[src/rtl/shutter_code_reg.sv]
module shutter_code_reg #(
  parameter int CODE_W = 8
) (
  input  logic              clk,
  input  logic              rst_n,
  input  logic              dis_en,
  input  logic              iris_sel,
  input  logic              par_sel,
  input  logic              line_a,
  input  logic              line_b,
  input  logic              line_c,
  output logic [CODE_W-1:0] speed_code,
  output logic              par_mode
);
  localparam int LINES = 3;

  logic [LINES-1:0] meta_q, sync_q, prev_q;
  logic [CODE_W-1:0] shift_q, hold_q;
  logic par_q;

  function automatic logic [7:0] sel_to_code(input logic [2:0] s);
    case (s)
      3'd7:    sel_to_code = 8'hED;
      3'd6:    sel_to_code = 8'hCA;
      3'd5:    sel_to_code = 8'hAC;
      3'd4:    sel_to_code = 8'h9C;
      3'd3:    sel_to_code = 8'h87;
      3'd2:    sel_to_code = 8'h6A;
      3'd1:    sel_to_code = 8'h4E;
      default: sel_to_code = 8'h00;
    endcase
  endfunction

  wire accept   = dis_en & ~iris_sel;
  wire ser_ok   = accept & ~par_sel;
  wire par_ok   = accept & par_sel;
  wire dat_s    = sync_q[2];
  wire sclk_up  = sync_q[1] & ~prev_q[1];
  wire stb_up   = sync_q[0] & ~prev_q[0];

  always_ff @(posedge clk or negedge rst_n)
    if (!rst_n) begin
      meta_q <= '0;
      sync_q <= '0;
      prev_q <= '0;
    end else begin
      meta_q <= {line_a, line_b, line_c};
      sync_q <= meta_q;
      prev_q <= sync_q;
    end

  always_ff @(posedge clk or negedge rst_n)
    if (!rst_n)
      shift_q <= '0;
    else if (ser_ok && sclk_up)
      shift_q <= {shift_q[CODE_W-2:0], dat_s};

  always_ff @(posedge clk or negedge rst_n)
    if (!rst_n)
      hold_q <= '0;
    else if (par_ok)
      hold_q <= CODE_W'(sel_to_code(sync_q));
    else if (ser_ok && stb_up)
      hold_q <= shift_q;

  always_ff @(posedge clk or negedge rst_n)
    if (!rst_n) par_q <= 1'b0;
    else        par_q <= par_sel;

  assign speed_code = hold_q;
  assign par_mode   = par_q;

  assert_shift_in_R2: assert property (@(posedge clk) disable iff (!rst_n)
    (ser_ok && sclk_up) |=> (shift_q[0] == $past(dat_s)));

  assert_commit_only_R3: assert property (@(posedge clk) disable iff (!rst_n)
    (ser_ok && !stb_up) |=> $stable(speed_code));

  assert_fastest_zero_R4: assert property (@(posedge clk) disable iff (!rst_n)
    par_ok |=> ((speed_code == '0) == ($past(sync_q) == '0)));

  assert_blocked_hold_R5: assert property (@(posedge clk) disable iff (!rst_n)
    !dis_en |=> ($stable(speed_code) && $stable(shift_q)));

  assert_iris_hold_R6: assert property (@(posedge clk) disable iff (!rst_n)
    iris_sel |=> ($stable(speed_code) && $stable(shift_q)));
endmodule

[config.mk]
export PLATFORM = sky130hd
export DESIGN_NAME = shutter_code_reg
export DESIGN_NICKNAME = d
export VERILOG_FILES = /design/src/rtl/shutter_code_reg.sv
export SDC_FILE = /design/constraint.sdc
export NUM_CORES = 1
export LEC_CHECK = 0
export BUFFER_PORTS_ARGS = -buffer_cell sky130_fd_sc_hd__buf_2
export CELL_PAD_IN_SITES_DETAIL_PLACEMENT = 1
export CELL_PAD_IN_SITES_GLOBAL_PLACEMENT = 2
export CORE_MARGIN = 3
export CORE_UTILIZATION = 40
export CTS_BUF_LIST = sky130_fd_sc_hd__clkbuf_2
export DETAILED_ROUTE_END_ITERATION = 12
export PLACE_DENSITY_LB_ADDON = 0.12
export SLEW_MARGIN = 20
export SYNTH_ARGS = -nofsm -noshare
export SYNTH_HDL_FRONTEND = slang
export SYNTH_SLANG_ARGS = --single-unit
[constraint.sdc]
create_clock -name clk -period 2.1 [get_ports clk]
set_clock_uncertainty 0.2 [all_clocks]
set_input_delay 0.63 -clock clk [delete_from_list [all_inputs] [get_ports clk]]
set_output_delay 0.63 -clock clk [all_outputs]
set_load 0.01 [all_outputs]
## Word-level counts from Yosys, hierarchy flattened

Index checks and enable logic that the tools add are counted.

- Multipliers: 0
- Magnitude comparators: 0
- Div/mod/pow operators: 0
- Reduce and logical (&&, ||, !) cells: 3
- Equal/unequal tests: 7
- Shift operators: 0
- $add $sub $neg: 0
- Bitwise logic cells: 9
- Multiplexer cells: 3

Operator list:

| operator | count |
|---|---|
| $pmux 8 s7 | 1 |
| $mux 8 | 2 |
| $eq 3x3->1 const B | 4 |
| $eq 3x2->1 const B | 2 |
| $and 1x1->1 | 5 |
| $not 1->1 | 4 |
| $eq 3x1->1 const B | 1 |
| $logic_and 1x1->1 | 2 |
| $reduce_bool 2->1 | 1 |

- Memory bits (writable): 0
- Memories kept: 0
- Output and inout port bits: 9
- Flip-flop bits (word level): 25
- Memory bits (read-only): 0
- Logic and storage cells: 28
- Bits in latches: 0

## Longest topological paths before layout

Gate-level depths: netlist (run 1).

- Depth after elaboration: 6
- Depth in mapped cells: 5
- Mapped depth without buffers: 4

## Least setup slack after synthesis (run 1)

Ideal clock, no wire load.

- Path type: input-to-reg
- Start: input port iris_sel
- End: register hold_q[7], in the netlist speed_code[7]
- Setup slack: 445 ps
- Arrival time: 1,335 ps
- Required time: 1,779 ps
- Stages on the path: 4
- Path buffers: 0
- Path through: nand3b_2 > or3_1 > o21ai_0 > o21ai_1

- Longest elaborated chain between the ends: 5

Ends and longest elaborated chain:

| item | RTL line | RTL |
|---|---|---|
| start, declared | 7 | `input logic iris_sel,` |
| $not 1->1 (*) | 34 | `wire accept = dis_en & ~iris_sel;` |
| $and 1x1->1 (*) | 34 |  |
| $and 1x1->1 | 35 | `wire ser_ok = accept & ~par_sel;` |
| $logic_and 1x1->1 | 63 | `else if (ser_ok && stb_up)` |
| $reduce_bool 2->1 (no source line) | -- |  |
| end signal, assigned | 62 | `hold_q <= CODE_W'(sel_to_code(sync_q));` |
| end signal, assigned | 64 | `hold_q <= shift_q;` |
| end, declared | 18 | `logic [CODE_W-1:0] shift_q, hold_q;` |

Mark *: on every way between the ends. The rest lies on a longest branch, timed or not.
A chain may end at the register's enable or synchronous reset.

## Worst setup path in the final report (run 1)

- Start: register hold_q[6], in the netlist speed_code[6]
- End: output port speed_code[6]

RTL lines:

| item | RTL line | RTL |
|---|---|---|
| end, declared | 12 | `output logic [CODE_W-1:0] speed_code,` |

No word-level cell between the ends.

==> results.toml, run 1 <==
[worst_setup_path]
crit_buf_inv = 1
cpPeakStageDelay_ns = 0.43
worst-setup-path-type = "reg2out"
path_max_fanout = 2
worst_path_max_delay_cell = "dfrtp_1"
crit_family = "flip-flops"
worstPathCellList = "buf_2"
end_kind = "primary output"
start_kind = "flip-flop"
crit_required_ns = 1.27
critPathArrivalTime_ns = 0.92

[power]
power.leakage_uw = 0.000541
powerDensity_nw_per_um2 = 765
ir_drop_mv = 0.517

[final_layout]
diodes = 0
drive_gt1_share_pct = 33.0
ff_latch_area_sq_um = 626
n_fill_cell = 259
multi_input_area_sq_um = 343
syn_to_final_growth_pct = 11.9
nets = 106

[floorplanning]
initial_core_util_pct = 43.4
die_w_microns = 55.9
core_area_sq_um = 2300
die_y_microns = 55.9
die-area_sq_um = 3120
ios = 17
fp-row-count = 17

[yosys]
synth-simple-area-share_pct = 11.4
synth-edff-count = 0
synth_nets = 87
muxShareOfSynthArea_pct = 11.1
synth_top_area_share_pct = 62.8
async_reset_ff_share_pct = 100
synth_warnings = 0
yosys_register_bits = 25
synth.distinct_cells = 26
synth_area_leaders = "dfrtp_1 (63%), mux2_2 (9.0%), o21ai_0 (5.0%), nand2_1 (3.0%), mux2i_1 (2.0%)"
synth_fa_ha_area_share_pct = 0
yosysSeqAreaShare_pct = 62.8
syn_inst = 79
synth_compound_area_share_pct = 11.1
synth_area_per_cell_sq_um = 12.6
synth_top_family_by_area = "simple AND/OR/NAND/NOR gates"
yosysMostFrequentCell = "dfrtp_1"
synth_commonest_cells = "dfrtp_1 (25), o21ai_0 (10), mux2_2 (8), nand2_1 (8)"
synth_xor_xnor_area_share_pct = 0.879
yosysTopAreaCell = "dfrtp_1"
synth_ff_type = "dfrtp_1"
synth_area_sq_um = 996

[drt]
wire_per_inst_microns = 13.3
vias_per_cell = 5.06
vias = 633
drc = 0
drt-total-wl_microns = 1660
dr.pass1.iters = 2
drtIter0Drc = 4
final_antenna_net_count = 0

[global_routing]
grt_max_degree = 26
gr-usage-all-layers_pct = 12.4
grt-ovfl-total = 0
grt_antenna_before_repair = 0
grt_pass1_wl_microns = 2990
grt_pass1_vias = 629

[cts]
cts_setup_buffers = 0
clk_latency_ns = 0.35
htreeDepth = 1
tritoncts.num_buffers = 3
ctsRootBufferMaster = "clkbuf_2"
cts_tree = "built"
ctsHoldBuffers = 0
clockBufferDepth = 2
cts_sinks = 25
cts_resized = 0
path_clk_slew_ns = 0.23

[place]
portBuffers = 16
place.gp.congestion = 0.755
hpwl_microns = 1240

[run]
max_cap_violations = 0

[timing]
drv_slew = 0
finalSetupViolCount = 0
final_hold_viol_count = 0
fin_crit_ns = 1.75
fin_tns_setup_ns = 0
fin_hold_ws_ns = 0.0145
grt_setup_unrepaired = "false"
worstMarginPinSlew_ns = 0.536
slew_headroom_pct = 64.2
finalCritPeriodShare_pct = 83.3
fmax_mhz = 572

[run_status]
run_status = "complete, no violations"

[hold_path]
timing.hold.worst.class = "in2async"
[registers in the layout, indices dropped and copies added (netlist names)]
name and cells:
speed_code 8, shift_q 8, meta_q 3, sync_q 3, par_mode 1, prev_q 2
[layer usage]
layer  track usage, %  share of wire (%)  vias to the layer above
met2             17.2                 43                       18
met3             3.48                5.5                        4
met1             16.5                 49                      302
met5                0                  0                        -
li1                 -                  -                      309
met4             8.81                2.5                        0
[stage by stage]
step / instance area (sq um) / worst slack (ns) / util, % / total power (uW) / std cells
floorplan: 996 / 0.445 / - / 625 / 79
global placement: 1090 / 0.265 / 47.7 / 674 / 121
detailed placement: 1090 / 0.255 / 47.7 / 680 / 121
CTS: 1110 / 0.319 / 48.5 / 870 / 125
global route: 1110 / 0.270 / 48.5 / 907 / 125
finish: 1110 / 0.350 / 48.5 / 853 / 125
[cell usage in the layout, fill, tap and decap left out]
cell type,count
clkinv_2,1
and3_1,1
nor3b_1,1
buf_4,1
nand3_2,1
a21oi_1,2
and2_1,1
clkbuf_2,3
nor2_1,2
nand2_1,8
o21ai_0,10
buf_2,16
mux2_2,8
dfrtp_1,25
and3b_1,1
o22ai_1,1
inv_1,1
o21ai_2,1
or3_1,1
nor2b_1,2
a211o_1,2
a211oi_1,1
xnor2_1,1
and2b_1,1
mux2i_1,2
nand3b_2,1
o21ai_1,2
[power by group]
| part | internal [uW] | switching (uW) |
|---|---|---|
| registers | 526 | 28.0 |
| clock network | 43.2 | 145 |
| logic | 52.5 | 58.9 |
| total | 621 | 232 |
[final cells by class]
cell class	count	area share, %
inverters	1	0.337
clock inverters	1	0.449
multi-input cells	50	30.8
flip-flops and latches	25	56.1
repair buffers	17	7.86
well taps	28	3.14
clock buffers	3	1.35
[logic make-up after synthesis]
| family | after synthesis |
|---|---|
| flops | 25 |
| compound gates | 19 |
| mux | 10 |
| buf+inv | 4 |
| xor+xnor | 1 |
| simple gates | 20 |
[worst paths after layout]
check	start	end	slack, ns	depth (start not counted)
max in group asynchronous	rst_n	meta_q[2]	1.34	1
worst min-delay path	rst_n	shift_q[2]	0.01	1
worst max-delay path	speed_code[6]	speed_code[6]	0.35	1
worst min register to register	meta_q[1]	sync_q[1]	0.18	0
min in group clk	line_c	meta_q[0]	0.16	1
worst max register to register	sync_q[0]	speed_code[7]	0.66	4
No activity file was read; power rests on OpenSTA's default activity.
==> run 2: changes to the inputs <==
Settings changed: CORE_UTILIZATION 40 to 38.
Clock period 2.1 ns to 1.8 ns, I/O delays scaled along.
==> run 2 against run 1 <==
Design area increased by 1.1%; largest cell class unchanged; first-iteration DRC count increased by 75%; largest power group unchanged; via count increased by 2.7%.
==> results.toml, run 2 (synthesized netlist as in run 1, its figures left out) <==
[hold_path]
min_to = "meta_q[0]"
timing.hold.worst.class = "in2reg"
hp-start = "line_c"
min_path_cells = 1

[power]
share_seq_of_total_power_pct = 64.3
p_total_uw = 1010
pwr-share-comb_pct = 13.4
swShare_pct = 27.9
power.share.clock_pct = 22.4
powerDensity_nw_per_um2 = 895
power.leakage_uw = 0.000541
p_sw_uw = 281
ir_drop_mv = 0.585
intPower_uw = 728

[floorplanning]
initial_core_util_pct = 42.6
core_area_sq_um = 2340
die-area_sq_um = 3270
die_w_microns = 57.2
ios = 17
die_y_microns = 57.2
fp-row-count = 17

[drt]
drt-total-wl_microns = 1910
vias = 650
drtIter0Drc = 7
wire_per_inst_microns = 15.2
vias_per_cell = 5.16
dr.pass1.iters = 5
final_antenna_net_count = 0
drc = 0

[worst_setup_path]
cpPeakStageDelay_ns = 0.44
crit_required_ns = 1.06
crit_buf_inv = 1
worstReg2RegStart = "sync_q[0]"
path_max_fanout = 2
path_depth = 1
start_kind = "flip-flop"
r2r_slack_ns = 0.33
reg2reg_depth = 4
rr_endpoint = "speed_code[7]"
cp-startpoint = "speed_code[6]"
worst_path_max_delay_cell = "dfrtp_1"
worstPathCellList = "buf_2"
worst-setup-path-type = "reg2out"
critPathArrivalTime_ns = 0.91
crit_family = "flip-flops"
end_kind = "primary output"

[run_status]
run_status = "complete, no violations"

[timing]
fmax_mhz = 605
final_hold_viol_count = 0
fin_crit_ns = 1.65
finalSetupViolCount = 0
slew_headroom_pct = 62.3
fin_tns_setup_ns = 0
finalCritPeriodShare_pct = 91.9
drv_slew = 0
worstMarginPinSlew_ns = 0.565
fin_hold_ws_ns = 0.0756
grt_setup_unrepaired = "false"

[run]
max_cap_violations = 0

[global_routing]
grtUsageMet3_pct = 2.71
gr-usage-met1_pct = 17.2
top_usage_layer = "met2"
grt_pass1_wl_microns = 3330
grt_antenna_before_repair = 0
use_met2_pct = 21.4
grt_max_degree = 26
gr-usage-all-layers_pct = 13.1
grt_pass1_vias = 698
grt-ovfl-total = 0

[place]
dp.cells = 121
hpwl_microns = 1390
portBuffers = 16
place.gp.congestion = 0.808
dpl_cell_area_sq_um = 1090

[final_layout]
final_cell_mix = "dfrtp_1 (25), buf_2 (16), o21ai_0 (10)"
diodes = 0
syn_to_final_growth_pct = 13.2
final_area_sq_um = 1130
drive_gt1_share_pct = 32.7
nets = 107
final_common_cell = "dfrtp_1"
fin_cells = 126
n_fill_cell = 274

[cts]
cts_tree = "built"
tritoncts.num_buffers = 3
cts_sinks = 25
clockBufferDepth = 2
path_clk_slew_ns = 0.25
htreeDepth = 1
clk_latency_ns = 0.34
ctsRootBufferMaster = "clkbuf_2"
run 2: cell types whose count changed in the layout (fill, tap and decap cells not counted), sizes merged:
cell / before / now
clkinv: 1 / 0
clkinvlp: 0 / 1
dlygate4sd3: 0 / 1
run 2: area by class of cell:
class / instances / area (sq um) / area share [%]
clock buffers: 3 / 15.0 / 1.33
clock inverters: 1 / 7.51 / 0.666
inverters: 1 / 3.75 / 0.333
multi-input cells: 50 / 343 / 30.4
flip-flops and latches: 25 / 626 / 55.5
well taps: 28 / 35.0 / 3.11
repair buffers: 18 / 97.6 / 8.66
run 2: stage by stage:
step	setup WS, ns	utilization [%]
final	0.146	48.2
after detailed placement	0.0100	46.8
after global placement	0.0342	46.8
after floorplan	0.235	-
after global routing	0.0481	48.2
after CTS	0.126	48.2
run 2: how the worst max path moves through the flow:
| stage | slack (ns) | endpoint |
|---|---|---|
| final | 0.15 | speed_code[6] |
| after global routing | 0.05 | speed_code[2] |
| after CTS | 0.13 | speed_code[0] |
| after detailed placement | 0.01 | shift_q[0] |
| after global placement | 0.03 | speed_code[7] |
| after floorplan | 0.23 | speed_code[7] |
run 2: layer usage:
layer | wire length, microns | part of all wire, % | vias up
met1 | 918 | 48 | 324
met4 | 17 | 0.89 | 0
li1 | - | - | 312
met3 | 79 | 4.1 | 2
met2 | 896 | 47 | 12
met5 | 0 | 0 | -
run 2: timing repair:
action,4_1_cts,5_1_grt
hold buffers,1,0
buffers inserted,0,0
endpoints found under the hold margin,25,0
gates resized for setup,0,0
run 2: power groups by stage:
stage	Combinational [uW]	Clock, uW	Sequential [uW]
floorplan	67.9	0	661
global placement	131	0	656
detailed placement	137	0	660
CTS	138	232	650
global route	153	264	658
finish	135	226	648
